==> src/rtl/bridge_pkg.sv <==
package bridge_pkg;

  localparam int CMD_BYTES      = 7;
  localparam int RPL_BYTES      = 5;
  localparam int FLAG_BIT       = 4;

  localparam logic [31:0] WORD_HELLO = 32'hA110A110;
  localparam logic [31:0] WORD_FAULT = 32'hDEADD0D0;
  localparam logic [31:0] WORD_TRIG  = 32'hEEEEAAAA;

  typedef enum logic [2:0] {
    OP_PING   = 3'd0,
    OP_WR     = 3'd1,
    OP_RD     = 3'd2,
    OP_RD_ALT = 3'd3,
    OP_STAT   = 3'd4,
    OP_RSV_A  = 3'd5,
    OP_RSV_B  = 3'd6,
    OP_TRIG   = 3'd7
  } opcode_e;

  // packed in arrival order, first byte most significant
  typedef struct packed {
    logic [7:0]  cmd;
    logic [15:0] addr;
    logic [31:0] data;
  } frame_t;

endpackage

==> src/rtl/bridge_frame_rx.sv <==
module bridge_frame_rx
  import bridge_pkg::*;
#(
  parameter int GAP_TIMEOUT = 1024
) (
  input  logic       clk,
  input  logic       rst_n,
  input  logic       enable,
  input  logic       rx_valid,
  output logic       rx_ready,
  input  logic [7:0] rx_data,
  input  logic       take,
  output logic       frame_valid,
  output frame_t     frame
);

  localparam int GW = $clog2(GAP_TIMEOUT + 1);
  localparam int IW = $clog2(CMD_BYTES);

  logic [$bits(frame_t)-1:0] shreg;
  logic [IW-1:0]             idx;
  logic [GW-1:0]             gap;
  logic                      full;

  assign rx_ready    = enable && !full;
  assign frame_valid = full;
  assign frame       = frame_t'(shreg);

  always_ff @(posedge clk) begin
    if (!rst_n) begin
      shreg <= '0;
      idx   <= '0;
      gap   <= '0;
      full  <= 1'b0;
    end else begin
      if (take) full <= 1'b0;
      if (rx_valid && rx_ready) begin
        shreg <= {shreg[$bits(frame_t)-9:0], rx_data};
        gap   <= '0;
        if (idx == IW'(CMD_BYTES - 1)) begin
          idx  <= '0;
          full <= 1'b1;
        end else begin
          idx <= idx + 1'b1;
        end
      end else if (idx != '0) begin
        if (gap == GW'(GAP_TIMEOUT - 1)) begin
          idx <= '0;
          gap <= '0;
        end else begin
          gap <= gap + 1'b1;
        end
      end
    end
  end

endmodule

==> src/rtl/bridge_bus_master.sv <==
module bridge_bus_master #(
  parameter int ACK_TIMEOUT = 16
) (
  input  logic        clk,
  input  logic        rst_n,
  input  logic        start,
  input  logic        start_we,
  input  logic [15:0] start_addr,
  input  logic [31:0] start_wdata,
  output logic        bus_req,
  output logic        bus_we,
  output logic [15:0] bus_addr,
  output logic [31:0] bus_wdata,
  input  logic        bus_ack,
  input  logic [31:0] bus_rdata,
  output logic        done,
  output logic        timed_out,
  output logic [31:0] rdata
);

  localparam int CW = $clog2(ACK_TIMEOUT + 1);

  logic          busy;
  logic [CW-1:0] cnt;

  assign bus_req = busy;

  always_ff @(posedge clk) begin
    if (!rst_n) begin
      busy      <= 1'b0;
      cnt       <= '0;
      bus_we    <= 1'b0;
      bus_addr  <= '0;
      bus_wdata <= '0;
      done      <= 1'b0;
      timed_out <= 1'b0;
      rdata     <= '0;
    end else begin
      done <= 1'b0;
      if (start) begin
        busy      <= 1'b1;
        cnt       <= '0;
        bus_we    <= start_we;
        bus_addr  <= start_addr & 16'hFFFC;
        bus_wdata <= start_wdata;
      end else if (busy) begin
        if (bus_ack) begin
          busy      <= 1'b0;
          done      <= 1'b1;
          timed_out <= 1'b0;
          rdata     <= bus_rdata;
        end else if (cnt == CW'(ACK_TIMEOUT - 1)) begin
          busy      <= 1'b0;
          done      <= 1'b1;
          timed_out <= 1'b1;
        end else begin
          cnt <= cnt + 1'b1;
        end
      end
    end
  end

endmodule

==> src/rtl/bridge_reply_tx.sv <==
module bridge_reply_tx
  import bridge_pkg::*;
(
  input  logic        clk,
  input  logic        rst_n,
  input  logic        load,
  input  logic [7:0]  load_cmd,
  input  logic [31:0] load_word,
  output logic        tx_valid,
  input  logic        tx_ready,
  output logic [7:0]  tx_data,
  output logic        done
);

  localparam int SW = 8 * RPL_BYTES;
  localparam int LW = $clog2(RPL_BYTES + 1);

  logic [SW-1:0] shreg;
  logic [LW-1:0] left;

  assign tx_valid = (left != '0);
  assign tx_data  = shreg[SW-1 -: 8];

  always_ff @(posedge clk) begin
    if (!rst_n) begin
      shreg <= '0;
      left  <= '0;
      done  <= 1'b0;
    end else begin
      done <= 1'b0;
      if (load) begin
        shreg <= {load_cmd | 8'(1 << FLAG_BIT), load_word};
        left  <= LW'(RPL_BYTES);
      end else if (tx_valid && tx_ready) begin
        shreg <= shreg << 8;
        left  <= left - 1'b1;
        if (left == LW'(1)) done <= 1'b1;
      end
    end
  end

endmodule

==> src/rtl/ser_bus_bridge.sv <==
module ser_bus_bridge
  import bridge_pkg::*;
#(
  parameter int MODULE_ID   = 8,
  parameter int ACK_TIMEOUT = 16,
  parameter int GAP_TIMEOUT = 1024
) (
  input  logic        clk,
  input  logic        rst_n,
  input  logic        rx_valid,
  output logic        rx_ready,
  input  logic [7:0]  rx_data,
  output logic        tx_valid,
  input  logic        tx_ready,
  output logic [7:0]  tx_data,
  output logic        bus_req,
  output logic        bus_we,
  output logic [15:0] bus_addr,
  output logic [31:0] bus_wdata,
  input  logic        bus_ack,
  input  logic [31:0] bus_rdata
);

  localparam logic [3:0] MY_ID = 4'(MODULE_ID);

  typedef enum logic [1:0] {ST_IDLE, ST_BUS, ST_REPLY} state_e;

  state_e      st;
  frame_t      frame;
  logic        frame_valid, take;
  opcode_e     op;
  logic        for_us, needs_bus;
  logic [31:0] fixed_word;

  logic        bm_start, bm_done, bm_timeout;
  logic [31:0] bm_rdata;
  logic        tx_load, tx_done;
  logic [7:0]  tx_load_cmd;
  logic [31:0] tx_load_word;

  logic [7:0]  cmd_q;
  logic [31:0] wdata_q;
  logic        we_q;

  bridge_frame_rx #(.GAP_TIMEOUT(GAP_TIMEOUT)) u_rx (
    .clk(clk), .rst_n(rst_n), .enable(st == ST_IDLE),
    .rx_valid(rx_valid), .rx_ready(rx_ready), .rx_data(rx_data),
    .take(take), .frame_valid(frame_valid), .frame(frame)
  );

  assign op        = opcode_e'(frame.cmd[7:5]);
  assign for_us    = !frame.cmd[FLAG_BIT] && (frame.cmd[3:0] == MY_ID);
  assign needs_bus = (op == OP_WR) || (op == OP_RD) || (op == OP_RD_ALT) || (op == OP_STAT);

  always_comb begin
    case (op)
      OP_PING: fixed_word = WORD_HELLO;
      OP_TRIG: fixed_word = WORD_TRIG;
      default: fixed_word = WORD_FAULT;
    endcase
  end

  assign take     = (st == ST_IDLE) && frame_valid;
  assign bm_start = take && for_us && needs_bus;
  assign tx_load  = (take && for_us && !needs_bus) || ((st == ST_BUS) && bm_done);

  always_comb begin
    if (st == ST_IDLE) begin
      tx_load_cmd  = frame.cmd;
      tx_load_word = fixed_word;
    end else begin
      tx_load_cmd  = cmd_q;
      tx_load_word = bm_timeout ? WORD_FAULT : (we_q ? wdata_q : bm_rdata);
    end
  end

  bridge_bus_master #(.ACK_TIMEOUT(ACK_TIMEOUT)) u_bm (
    .clk(clk), .rst_n(rst_n), .start(bm_start), .start_we(op == OP_WR),
    .start_addr(frame.addr), .start_wdata(frame.data),
    .bus_req(bus_req), .bus_we(bus_we), .bus_addr(bus_addr), .bus_wdata(bus_wdata),
    .bus_ack(bus_ack), .bus_rdata(bus_rdata),
    .done(bm_done), .timed_out(bm_timeout), .rdata(bm_rdata)
  );

  bridge_reply_tx u_tx (
    .clk(clk), .rst_n(rst_n), .load(tx_load), .load_cmd(tx_load_cmd),
    .load_word(tx_load_word), .tx_valid(tx_valid), .tx_ready(tx_ready),
    .tx_data(tx_data), .done(tx_done)
  );

  always_ff @(posedge clk) begin
    if (!rst_n) begin
      st      <= ST_IDLE;
      cmd_q   <= '0;
      wdata_q <= '0;
      we_q    <= 1'b0;
    end else begin
      case (st)
        ST_IDLE: if (take && for_us) begin
          cmd_q   <= frame.cmd;
          wdata_q <= frame.data;
          we_q    <= (op == OP_WR);
          st      <= needs_bus ? ST_BUS : ST_REPLY;
        end
        ST_BUS:   if (bm_done) st <= ST_REPLY;
        ST_REPLY: if (tx_done) st <= ST_IDLE;
        default:  st <= ST_IDLE;
      endcase
    end
  end

endmodule

==> config.mk <==
export PLATFORM = sky130hd
export DESIGN_NAME = ser_bus_bridge
export DESIGN_NICKNAME = d
export VERILOG_FILES = /design/src/rtl/bridge_pkg.sv /design/src/rtl/bridge_frame_rx.sv /design/src/rtl/bridge_bus_master.sv /design/src/rtl/bridge_reply_tx.sv /design/src/rtl/ser_bus_bridge.sv
export SDC_FILE = /design/constraint.sdc
export NUM_CORES = 1
export LEC_CHECK = 0
export CORE_AREA = 2 2 216 133
export DETAILED_ROUTE_END_ITERATION = 7
export DIE_AREA = 0 0 218 135
export HOLD_SLACK_MARGIN = 0.03
export PLACE_DENSITY_LB_ADDON = 0.12
export SLEW_MARGIN = 0
export SYNTH_ARGS = -nofsm -noshare
export SYNTH_HDL_FRONTEND = slang
export SYNTH_HIERARCHICAL = 1
export SYNTH_SLANG_ARGS = --single-unit
==> constraint.sdc <==
create_clock -name clk -period 5.9 [get_ports clk]
set_clock_uncertainty 0.05 [all_clocks]
set_input_delay 1.18 -clock clk [delete_from_list [all_inputs] [get_ports clk]]
set_output_delay 1.18 -clock clk [all_outputs]
set_load 0.03 [all_outputs]
Word-level counts from Yosys, hierarchy flattened

Index checks and enable logic that the tools add are counted.

Output and inout port bits: 60
Flip-flop bits (word level): 245
ROM bits: 0
Logic and storage cells: 111
Input port bits: 45
Memories kept: 0
Memory bits (writable): 0
Bits in latches: 0

$lt $le $gt $ge: 0
$mul: 0
Div/mod/pow operators: 0
Bitwise operators: 6
Mux-type cells: 31
Add/subtract/negate cells: 4
Reduce and logical (&&, ||, !) cells: 35
Eq/ne operators: 15
Shift-type cells: 0

Operators with widths:

| cell                                                                    | number |
|---|---|
| 32-bit two-way mux                                                      | 3 |
| 40-bit two-way mux                                                      | 2 |
| 31-bit case mux with 2 select lines                                     | 1 |
| 3-bit two-way mux                                                       | 6 |
| 1-bit two-way mux                                                       | 12 |
| 3-bit AND reduction                                                     | 4 |
| 11-bit by 1-bit adder with 11-bit output, second input constant         | 1 |
| 11-bit by 10-bit equality test with 1-bit output, second input constant | 1 |
| 11-bit two-way mux                                                      | 1 |
| 3-bit equality test, second input constant                              | 3 |
| 1-bit logical AND                                                       | 9 |
| 2-bit two-way mux                                                       | 4 |
| 8-bit two-way mux                                                       | 1 |
| 2-bit nonzero test                                                      | 4 |
| 3-bit by 1-bit equality test with 1-bit output, second input constant   | 2 |
| 3-bit by 2-bit equality test with 1-bit output, second input constant   | 2 |
| 1-bit inverter                                                          | 6 |
| 2-bit case mux with 3 select lines                                      | 1 |
| 3-bit nonzero test                                                      | 2 |
| 2-bit OR reduction                                                      | 3 |
| 3-bit OR reduction                                                      | 2 |
| 5-bit by 1-bit adder with 5-bit output, second input constant           | 1 |
| 5-bit by 4-bit equality test with 1-bit output, second input constant   | 1 |
| 4-bit equality test, second input constant                              | 1 |
| 11 further kinds                                                        | 18 |

Logic depth before layout (Yosys ltp)

Gate-level depths: netlist of run 1.

Depth after elaboration: 8
Mapped depth: 11
Depth with buffers taken out: 6

Hierarchy

Netlist of run 1, hierarchy kept.

Modules (own cells, without submodules):

| module            | cells an instance | instances | area an instance (sq um) | sequential area each (sq um) |
|---|---|---|---|---|
| bridge_bus_master | 330               | 1         | 3,330.7                  | 1,741.7 |
| bridge_frame_rx   | 324               | 1         | 2,736.4                  | 1,421.4 |
| ser_bus_bridge    | 288               | 1         | 2,441.1                  | 860.8 |
| bridge_reply_tx   | 251               | 1         | 2,287.2                  | 880.8 |

Worst setup path after synthesis of run 1

No wires, ideal clock.

Path kind: register -> output
From: register st[0]
To: output port rx_ready
Stages on the path, launching flop included: 5
Path slack: 3.362 ns
Arrival time: 1.308 ns
Data required time: 4.670 ns
Buffers on the path: 2
Cell sequence: dfxtp_1 buf_2 nor2_1 buf_2 nor2b_1

Longest elaborated chain between the ends: 2

RTL lines:

| element                | RTL line              | source |
|---|---|---|
| start, declared        | ser_bus_bridge.sv:28  | `state_e st;` |
| start signal, assigned | ser_bus_bridge.sv:103 | `st <= needs_bus ? ST_BUS : ST_REPLY;` |
| 2-bit zero test        | ser_bus_bridge.sv:46  | `.clk(clk), .rst_n(rst_n), .enable(st == ST_IDLE),` |
| 1-bit logical AND      | bridge_frame_rx.sv:25 | `assign rx_ready = enable && !full;` |
| end, declared          | ser_bus_bridge.sv:11  | `output logic rx_ready,` |

Every way passes these cells.

Worst setup path in the final report of run 1

Same ends and word-level chain as after synthesis.

==> impl_metrics.py, run 1 <==
metrics = {
    "run_status": {
        "status": "complete, no violations",
    },
    "timing": {
        "clock.fmax_mhz": 261.2,
        "hold_viol_final": 0,
        "tns_ps": 0,
        "slew_headroom_pct": 20.41,
        "rsz0062_at_grt": "false",
        "setup_viol": 0,
        "finalCritPeriodShare_pct": 64.89,
        "slew_violations": 0,
        "worst_pin_slew_ps": 1194,
        "finalCriticalPeriod_ps": 3829,
    },
    "power_and_ir_drop": {
        "power.density_mw_per_mm2": 268.7,
        "leakage_uw": 0.003954,
        "vdd.ir_drop.worst_v": 0.0001710,
    },
    "clock_tree": {
        "holdBufCountCts": 0,
        "htree_levels": 1,
        "clkSlewWorstSetupHoldPaths_ps": 60,
        "cts_tree": "built",
        "cts_buffers": 25,
        "numClockSinks": 244,
        "clk_latency_ps": 530,
        "cts-resized-gates": 0,
        "clock_path_buffers": 3,
        "root_buffer": "clkbuf_16",
        "post_cts_buffers": 0,
    },
    "detailed_routing": {
        "drc": 0,
        "drt_iter0_drc": 634,
        "vias_per_cell": 5.147,
        "vias": 8256,
        "wl_um": 28620,
        "avgRoutedWirePerCell_um": 17.84,
        "first_pass_iters": 5,
        "final_antenna_net_count": 0,
    },
    "placement": {
        "place_area_mm2": 0.01177,
        "dp_hpwl_um": 18550,
        "gp_congestion": 0.7974,
        "io_buffers": 102,
    },
    "global_route": {
        "grt_max_degree": 112,
        "overflow": 0,
        "grt_pass1_wl_um": 44790,
        "grt_usage_pct": 19.32,
        "grt_antenna_before_repair": 0,
        "grt_pass1_vias": 7762,
    },
    "die": {
        "die_y_um": 135,
        "boundaryPins": 105,
        "initial_core_util_pct": 39.43,
        "num_rows": 47,
        "core_mm2": 0.02729,
        "dieWidth_um": 218,
        "fp.dieArea_mm2": 0.02943,
    },
    "finish": {
        "drive_above_1_share_pct": 7.599,
        "layout.nets": 1276,
        "fin_area_mm2": 0.01253,
        "diodes": 0,
        "syn2layout_area_growth_pct": 16.48,
    },
    "critical_path": {
        "critPathArrivalTime_ps": 2600,
        "end_kind": "output port",
        "crit_required_ps": 4670,
        "critPathKind": "reg2out",
        "path_max_fanout": 9,
        "startpoint_type": "flip-flop",
    },
    "job": {
        "drv_cap": 0,
    },
    "synthesis": {
        "syn-mean-instance-area_um2": 9.040,
        "netlist_area_mm2": 0.01076,
        "synth_cells": 1190,
        "yosys_warnings": 6,
    },
    "min_path": {
        "hp-class": "reg2reg",
    },
}
[where the power goes]
group	switching, µW	internal (µW)
combinational	79.9	64.2
sequential	19.8	1660
clock	650	894
total	750	2620
[critical path, stage by stage, from the launching register on]
cell             delay, ps
dfxtp_1                390
nor2_1                 690
nor2b_1                280
clkdlybuf4s50_1        700
[state kept, by name, summed over array words and instances, names as in the netlist, 2 cells and up]
| signal | cells |
|---|---|
| wdata_q | 32 |
| u_bm/bus_addr | 14 |
| u_tx/left | 3 |
| u_rx/frame | 56 |
| u_bm/rdata | 32 |
| u_bm/cnt | 5 |
| cmd_q | 7 |
| st | 2 |
| u_rx/idx | 3 |
| u_bm/bus_wdata | 32 |
| u_tx/shreg | 40 |
| u_rx/gap | 11 |
[final cells by class]
type / count / area [µm²]
clock inverters: 6 / 80.08
flip-flops and latches: 244 / 4886
clock buffers: 33 / 685.7
inverters: 20 / 75.07
well taps: 367 / 459.2
multi-input cells: 817 / 5214
repair buffers: 117 / 1131
fillers: 2689 / 14760
[worst paths after layout]
path	startpoint	end	slack [ps]	cells after the start
worst max register to register	st[1]$_SDFFE_PN0P_	u_tx/shreg[10]$_SDFFE_PN0P_	2340	7
worst min-delay path	u_bm/rdata[5]$_SDFFE_PN0P_	u_bm/rdata[5]$_SDFFE_PN0P_	410	2
worst max-delay path	st[0]$_SDFFE_PN0P_	rx_ready	2070	3
worst min register to register	u_bm/rdata[5]$_SDFFE_PN0P_	u_bm/rdata[5]$_SDFFE_PN0P_	410	2
[cells in the final DEF (no fill, tap or decap), types with 6 or more instances in the layout]
master	n
a211o_1	9
a211oi_1	20
a211oi_2	21
a21boi_0	116
a21boi_1	35
a21oi_1	18
and3_1	7
and4_1	8
buf_4	16
clkbuf_16	25
clkdlybuf4s50_1	101
dfxtp_1	243
ha_1	6
inv_1	19
mux2_2	7
mux2i_1	81
nand2_1	199
nand3_1	44
nor2_1	49
nor2b_1	49
o21ai_0	71
o21ai_1	8
xnor2_1	8
[per-stage QoR]
stage	util (%)	hold WS, ps	power, µW	cells	worst slack (ps)
2_1_floorplan	-	384.4	1796	1191	3377
3_3_place_gp	43.12	392.6	1858	1565	2514
3_5_place_dp	43.12	403.2	1860	1565	2465
4_1_cts	45.92	413.6	3410	1604	2032
5_1_grt	45.92	433.7	3488	1604	1940
6_report	45.92	411.5	3368	1604	2071
[routing by layer]
layer,track usage (%),wire (µm),vias to the layer above
met3,3.086,1114,33
met2,26.67,11370,165
li1,-,-,4144
met1,30.74,15570,3914
met4,4.384,557,0
met5,0,0,-
No activity file was read; power rests on OpenSTA's default activity.
==> inputs of run 2 (changes only) <==
Clock period 5.9 ns to 3.2 ns, I/O delays scaled along.
==> run 2 against run 1 <==
Total power grew 90%. Via count rose by 1.9%. Design area up 1.7%. Sequential power grew 85%. Non-clock buffer count increased by 10.
==> impl_metrics.py, run 2 (same netlist as run 1, synthesis figures left out) <==
metrics = {
    "run_status": {
        "status": "complete, no violations",
    },
    "global_route": {
        "overflow": 0,
        "grt_util_met3_pct": 3.604,
        "grt_pass1_vias": 7911,
        "grt_busiest_layer": "met1",
        "grt_antenna_before_repair": 0,
        "grt_pass1_wl_um": 46600,
        "met2_usage_pct": 27.39,
        "grt_util_met1_pct": 32.94,
        "grt_max_degree": 102,
        "grt_usage_pct": 20.26,
    },
    "power_and_ir_drop": {
        "total_power_uw": 6393,
        "power.density_mw_per_mm2": 501.8,
        "vdd.ir_drop.worst_v": 0.0002965,
        "swShare_pct": 22.32,
        "clkPwrFrac_pct": 47.2,
        "p_seq_share_pct": 48.4,
        "p_sw_uw": 1427,
        "leakage_uw": 0.004059,
        "intPower_uw": 4967,
        "pwr-share-comb_pct": 4.3,
    },
    "critical_path": {
        "startpoint_type": "flip-flop",
        "worst_r2r_endpoint": "u_tx/shreg[27]$_SDFFE_PN0P_",
        "worst-r2r-cell-count": 7,
        "critPathArrivalTime_ps": 2260,
        "path_max_fanout": 9,
        "end_kind": "output port",
        "critPathKind": "reg2out",
        "crit_required_ps": 2510,
        "r2r_start": "st[1]$_SDFFE_PN0P_",
        "rrSetupSlack_ps": 490,
    },
    "timing": {
        "setup_viol": 0,
        "slew_headroom_pct": 62.59,
        "finalCriticalPeriod_ps": 2947,
        "slew_violations": 0,
        "finalCritPeriodShare_pct": 92.10,
        "tns_ps": 0,
        "worst_pin_slew_ps": 555.3,
        "hold_viol_final": 0,
        "clock.fmax_mhz": 339.3,
        "rsz0062_at_grt": "false",
        "fin_ws_ps": 252.7,
    },
    "clock_tree": {
        "holdBufCountCts": 0,
        "clk_latency_ps": 530,
        "cts_buffers": 25,
        "numClockSinks": 244,
        "root_buffer": "clkbuf_16",
        "clkSlewWorstSetupHoldPaths_ps": 60,
        "post_cts_buffers": 0,
        "cts-resized-gates": 0,
        "clock_path_buffers": 3,
        "htree_levels": 1,
        "cts_tree": "built",
    },
    "finish": {
        "final_cell_mix": "dfxtp_1 (243), nand2_1 (199), a21boi_0 (116)",
        "fin_cells": 1620,
        "multiInputGateArea_mm2": 0.005214,
        "fill_cells": 2634,
        "layout_commonest_cell": "dfxtp_1",
        "layout.nets": 1286,
        "register_area_mm2": 0.004886,
        "syn2layout_area_growth_pct": 18.43,
        "final_core_utilization_pct": 46.69,
        "diodes": 0,
        "largest_reg_flops": 56,
        "drive_above_1_share_pct": 8.699,
    },
    "die": {
        "boundaryPins": 105,
        "fp.dieArea_mm2": 0.02943,
        "die_y_um": 135,
        "core_mm2": 0.02729,
        "dieWidth_um": 218,
        "initial_core_util_pct": 39.43,
        "num_rows": 47,
    },
    "detailed_routing": {
        "wl_um": 30030,
        "final_antenna_net_count": 0,
        "drt_iter0_drc": 758,
        "avgRoutedWirePerCell_um": 18.53,
        "drc": 0,
        "vias_per_cell": 5.194,
        "first_pass_iters": 5,
        "vias": 8415,
    },
    "min_path": {
        "worstHoldPathCells": 2,
        "worst_hold_path.endpoint": "u_bm/rdata[6]$_SDFFE_PN0P_",
        "hp-class": "reg2reg",
        "min_from": "u_bm/rdata[6]$_SDFFE_PN0P_",
    },
    "placement": {
        "placed_cells": 1575,
        "gp_congestion": 0.7913,
        "io_buffers": 102,
        "dp_hpwl_um": 20010,
        "pre_cts_slack_ps": 513.2,
    },
    "job": {
        "drv_cap": 0,
    },
}
## run 2: cell types whose count changed in the layout (fill, tap and decap cells not counted)
cell      previous run  this run
buf_4               16        21
buf_12               0         5
clkbuf_8             3         8
clkbuf_1             5         6
## run 2: worst max-delay path by stage
stage | from | to | slack, ps | cells past startpoint
finish | st[0]$_SDFFE_PN0P_ | rx_ready | 250 | 3
global route | st[0]$_SDFFE_PN0P_ | rx_ready | 160 | 3
CTS | st[0]$_SDFFE_PN0P_ | rx_ready | 240 | 3
detailed placement | st[1]$_SDFFE_PN0P_ | u_tx/shreg[27]$_SDFFE_PN0P_ | 510 | 7
global placement | st[1]$_SDFFE_PN0P_ | u_tx/shreg[21]$_SDFFE_PN0P_ | 540 | 7
floorplan | st[1]$_SDFFE_PN0P_ | u_tx/shreg[29]$_SDFFE_PN0P_ | 960 | 9
## run 2: worst max-delay path: stages, from the launching register on
cell and delay (ps):
dfxtp_1 400, nor2_1 310, nor2b_1 290, clkdlybuf4s50_1 720
## run 2: power groups by stage
| stage | clock network, µW | logic, µW | registers [µW] |
|---|---|---|---|
| 2_1_floorplan | 0 | 165 | 3150 |
| 3_3_place_gp | 0 | 277 | 3160 |
| 3_5_place_dp | 0 | 275 | 3160 |
| 4_1_cts | 3090 | 276 | 3090 |
| 5_1_grt | 3200 | 300 | 3100 |
| 6_report | 3020 | 278 | 3100 |
## run 2: per-stage QoR
step           hold WS, ps  cell area [µm²]
2_1_floorplan        384.4            10760
3_3_place_gp         394.3            11900
3_5_place_dp         398.2            11900
4_1_cts              406.9            12740
5_1_grt              426.3            12740
6_report             405.0            12740
## run 2: layout make-up
| cell class | instances | share of cell area, % |
|---|---|---|
| multi-input combinational | 817 | 40.92 |
| sequential | 244 | 38.35 |
| timing repair buffer | 127 | 9.958 |
| clock buffer | 39 | 5.951 |
| tap | 367 | 3.604 |
| clock inverter | 6 | 0.6285 |
| inverter | 20 | 0.5892 |
## run 2: per-layer routing
layer / wire [µm] / vias to the layer above
met3: 1506 / 33
met2: 11620 / 195
met1: 16490 / 4007
met4: 403 / 0
met5: 0 / -
li1: - / 4180
==> inputs of run 3 (changes only) <==
Settings changed: ABC_CLOCK_PERIOD_IN_PS set to 2400, SLEW_MARGIN 0 to unset.
Clock period 3.2 ns to 2.4 ns, I/O delays scaled along.
==> run 3 against run 2 <==
Total power is 32% higher. Clock-buffer cell count stayed put. Flip-flop and latch count stayed put. Worst setup slack worse by 120 ps. Critical path depth is 1 higher. Non-clock buffer count is 17 higher. Sequential share of layout area is 0.46 points lower. Via count hardly changed.
==> impl_metrics.py, run 3 (same netlist as run 1, synthesis figures left out) <==
metrics = {
    "timing": {
        "tns_ps": 0,
        "clock.fmax_mhz": 441.2,
        "setup_viol": 0,
        "slew_headroom_pct": 32.95,
        "slew_violations": 0,
        "finalCriticalPeriod_ps": 2267,
        "rsz0062_at_grt": "false",
        "hold_viol_final": 0,
        "worst_pin_slew_ps": 1002,
        "finalCritPeriodShare_pct": 94.44,
    },
    "placement": {
        "gp_congestion": 0.7928,
        "io_buffers": 102,
        "place_area_mm2": 0.01208,
        "dp_hpwl_um": 19790,
    },
    "job": {
        "drv_cap": 0,
    },
    "power_and_ir_drop": {
        "leakage_uw": 0.004148,
        "vdd.ir_drop.worst_v": 0.0004165,
        "power.density_mw_per_mm2": 653.2,
    },
    "finish": {
        "diodes": 0,
        "drive_above_1_share_pct": 9.929,
        "fill_cells": 2677,
        "syn2layout_area_growth_pct": 19.87,
        "layout_commonest_cell": "dfxtp_1",
        "fin_area_mm2": 0.01289,
        "final_cell_mix": "dfxtp_1 (243), nand2_1 (199), a21boi_0 (116)",
        "largest_reg_flops": 56,
        "layout.nets": 1303,
    },
    "run_status": {
        "status": "complete, no violations",
    },
    "global_route": {
        "grt_antenna_before_repair": 1,
        "grt_pass1_vias": 7970,
        "grt_usage_pct": 19.66,
        "grt_max_degree": 59,
        "overflow": 0,
        "grt_pass1_wl_um": 45580,
    },
    "die": {
        "core_mm2": 0.02729,
        "dieWidth_um": 218,
        "die_y_um": 135,
        "num_rows": 47,
        "initial_core_util_pct": 39.43,
        "fp.dieArea_mm2": 0.02943,
        "boundaryPins": 105,
    },
    "detailed_routing": {
        "wl_um": 29030,
        "final_antenna_net_count": 0,
        "drc": 0,
        "vias_per_cell": 5.141,
        "avgRoutedWirePerCell_um": 17.75,
        "first_pass_iters": 5,
        "drt_iter0_drc": 601,
        "vias": 8410,
    },
    "clock_tree": {
        "cts-resized-gates": 1,
        "htree_levels": 1,
        "holdBufCountCts": 0,
        "clock_path_buffers": 3,
        "clk_latency_ps": 540,
        "cts_buffers": 25,
        "post_cts_buffers": 0,
        "numClockSinks": 244,
        "clkSlewWorstSetupHoldPaths_ps": 60,
        "cts_tree": "built",
        "root_buffer": "clkbuf_16",
    },
    "critical_path": {
        "crit_start": "u_tx/left[0]$_SDFFE_PN0P_",
        "crit_required_ps": 1870,
        "critPathArrivalTime_ps": 1740,
        "end_kind": "output port",
        "path_max_fanout": 4,
        "startpoint_type": "flip-flop",
        "r2r_start": "st[1]$_SDFFE_PN0P_",
        "critPathKind": "reg2out",
    },
    "min_path": {
        "hp-class": "reg2reg",
        "min_from": "u_bm/rdata[3]$_SDFFE_PN0P_",
    },
}
run 3: changes by cell type in the layout (fill, tap and decap cells not counted), sizes merged:
cell | before | now
bufinv | 2 | 1
clkdlybuf4s50 | 101 | 99
dlygate4sd2 | 0 | 1
clkinvlp | 0 | 1
inv | 20 | 22
clkinv | 4 | 1
buf | 26 | 44
run 3: routing by layer:
layer | vias to the layer above | wire, µm | track usage, %
met5 | - | 0 | 0
met4 | 0 | 359 | 2.986
met3 | 30 | 1366 | 3.423
met2 | 163 | 11520 | 27.41
met1 | 3992 | 15790 | 31.46
li1 | 4225 | - | -
run 3: worst max-delay path, stage by stage (launching register included):
cell	delay, ps
dfxtp_1	380
inv_1	80
ha_1	250
nand2b_4	100
dlygate4sd2_1	400
run 3: final timing paths:
path	depth (start not counted)	slack, ps	end
worst max-delay path	4	130	tx_valid
worst min-delay path	2	410	u_bm/rdata[3]$_SDFFE_PN0P_
worst max register to register	7	260	u_tx/shreg[26]$_SDFFE_PN0P_
worst min register to register	2	410	u_bm/rdata[3]$_SDFFE_PN0P_
run 3: area by class of cell:
class | instances | area (µm²) | area share (%)
inverter | 20 | 75.07 | 0.5822
multi-input combinational | 817 | 5214 | 40.43
clock inverter | 5 | 60.06 | 0.4657
tap | 367 | 459.2 | 3.561
sequential | 244 | 4886 | 37.89
clock buffer | 39 | 758.2 | 5.880
timing repair buffer | 144 | 1443 | 11.19
run 3: power breakdown:
group / internal [µW] / leakage [µW] / switching, µW
Sequential: 4080 / 0.00197 / 47.4
Combinational: 180 / 0.00178 / 200
Clock: 2280 / 0.000400 / 1640
Total: 6530 / 0.00415 / 1890
run 3: per-stage QoR:
step	worst slack (ps)	hold slack (ps)	cells	total power, µW	utilization (%)
2_1_floorplan	162.9	384.4	1191	4416	-
5_1_grt	43.38	426.3	1636	8723	47.26
3_3_place_gp	244.9	394.7	1592	4597	44.26
4_1_cts	104.9	396.2	1636	8513	47.26
6_report	133.5	407.5	1636	8422	47.26
3_5_place_dp	271.2	404.6	1592	4598	44.26
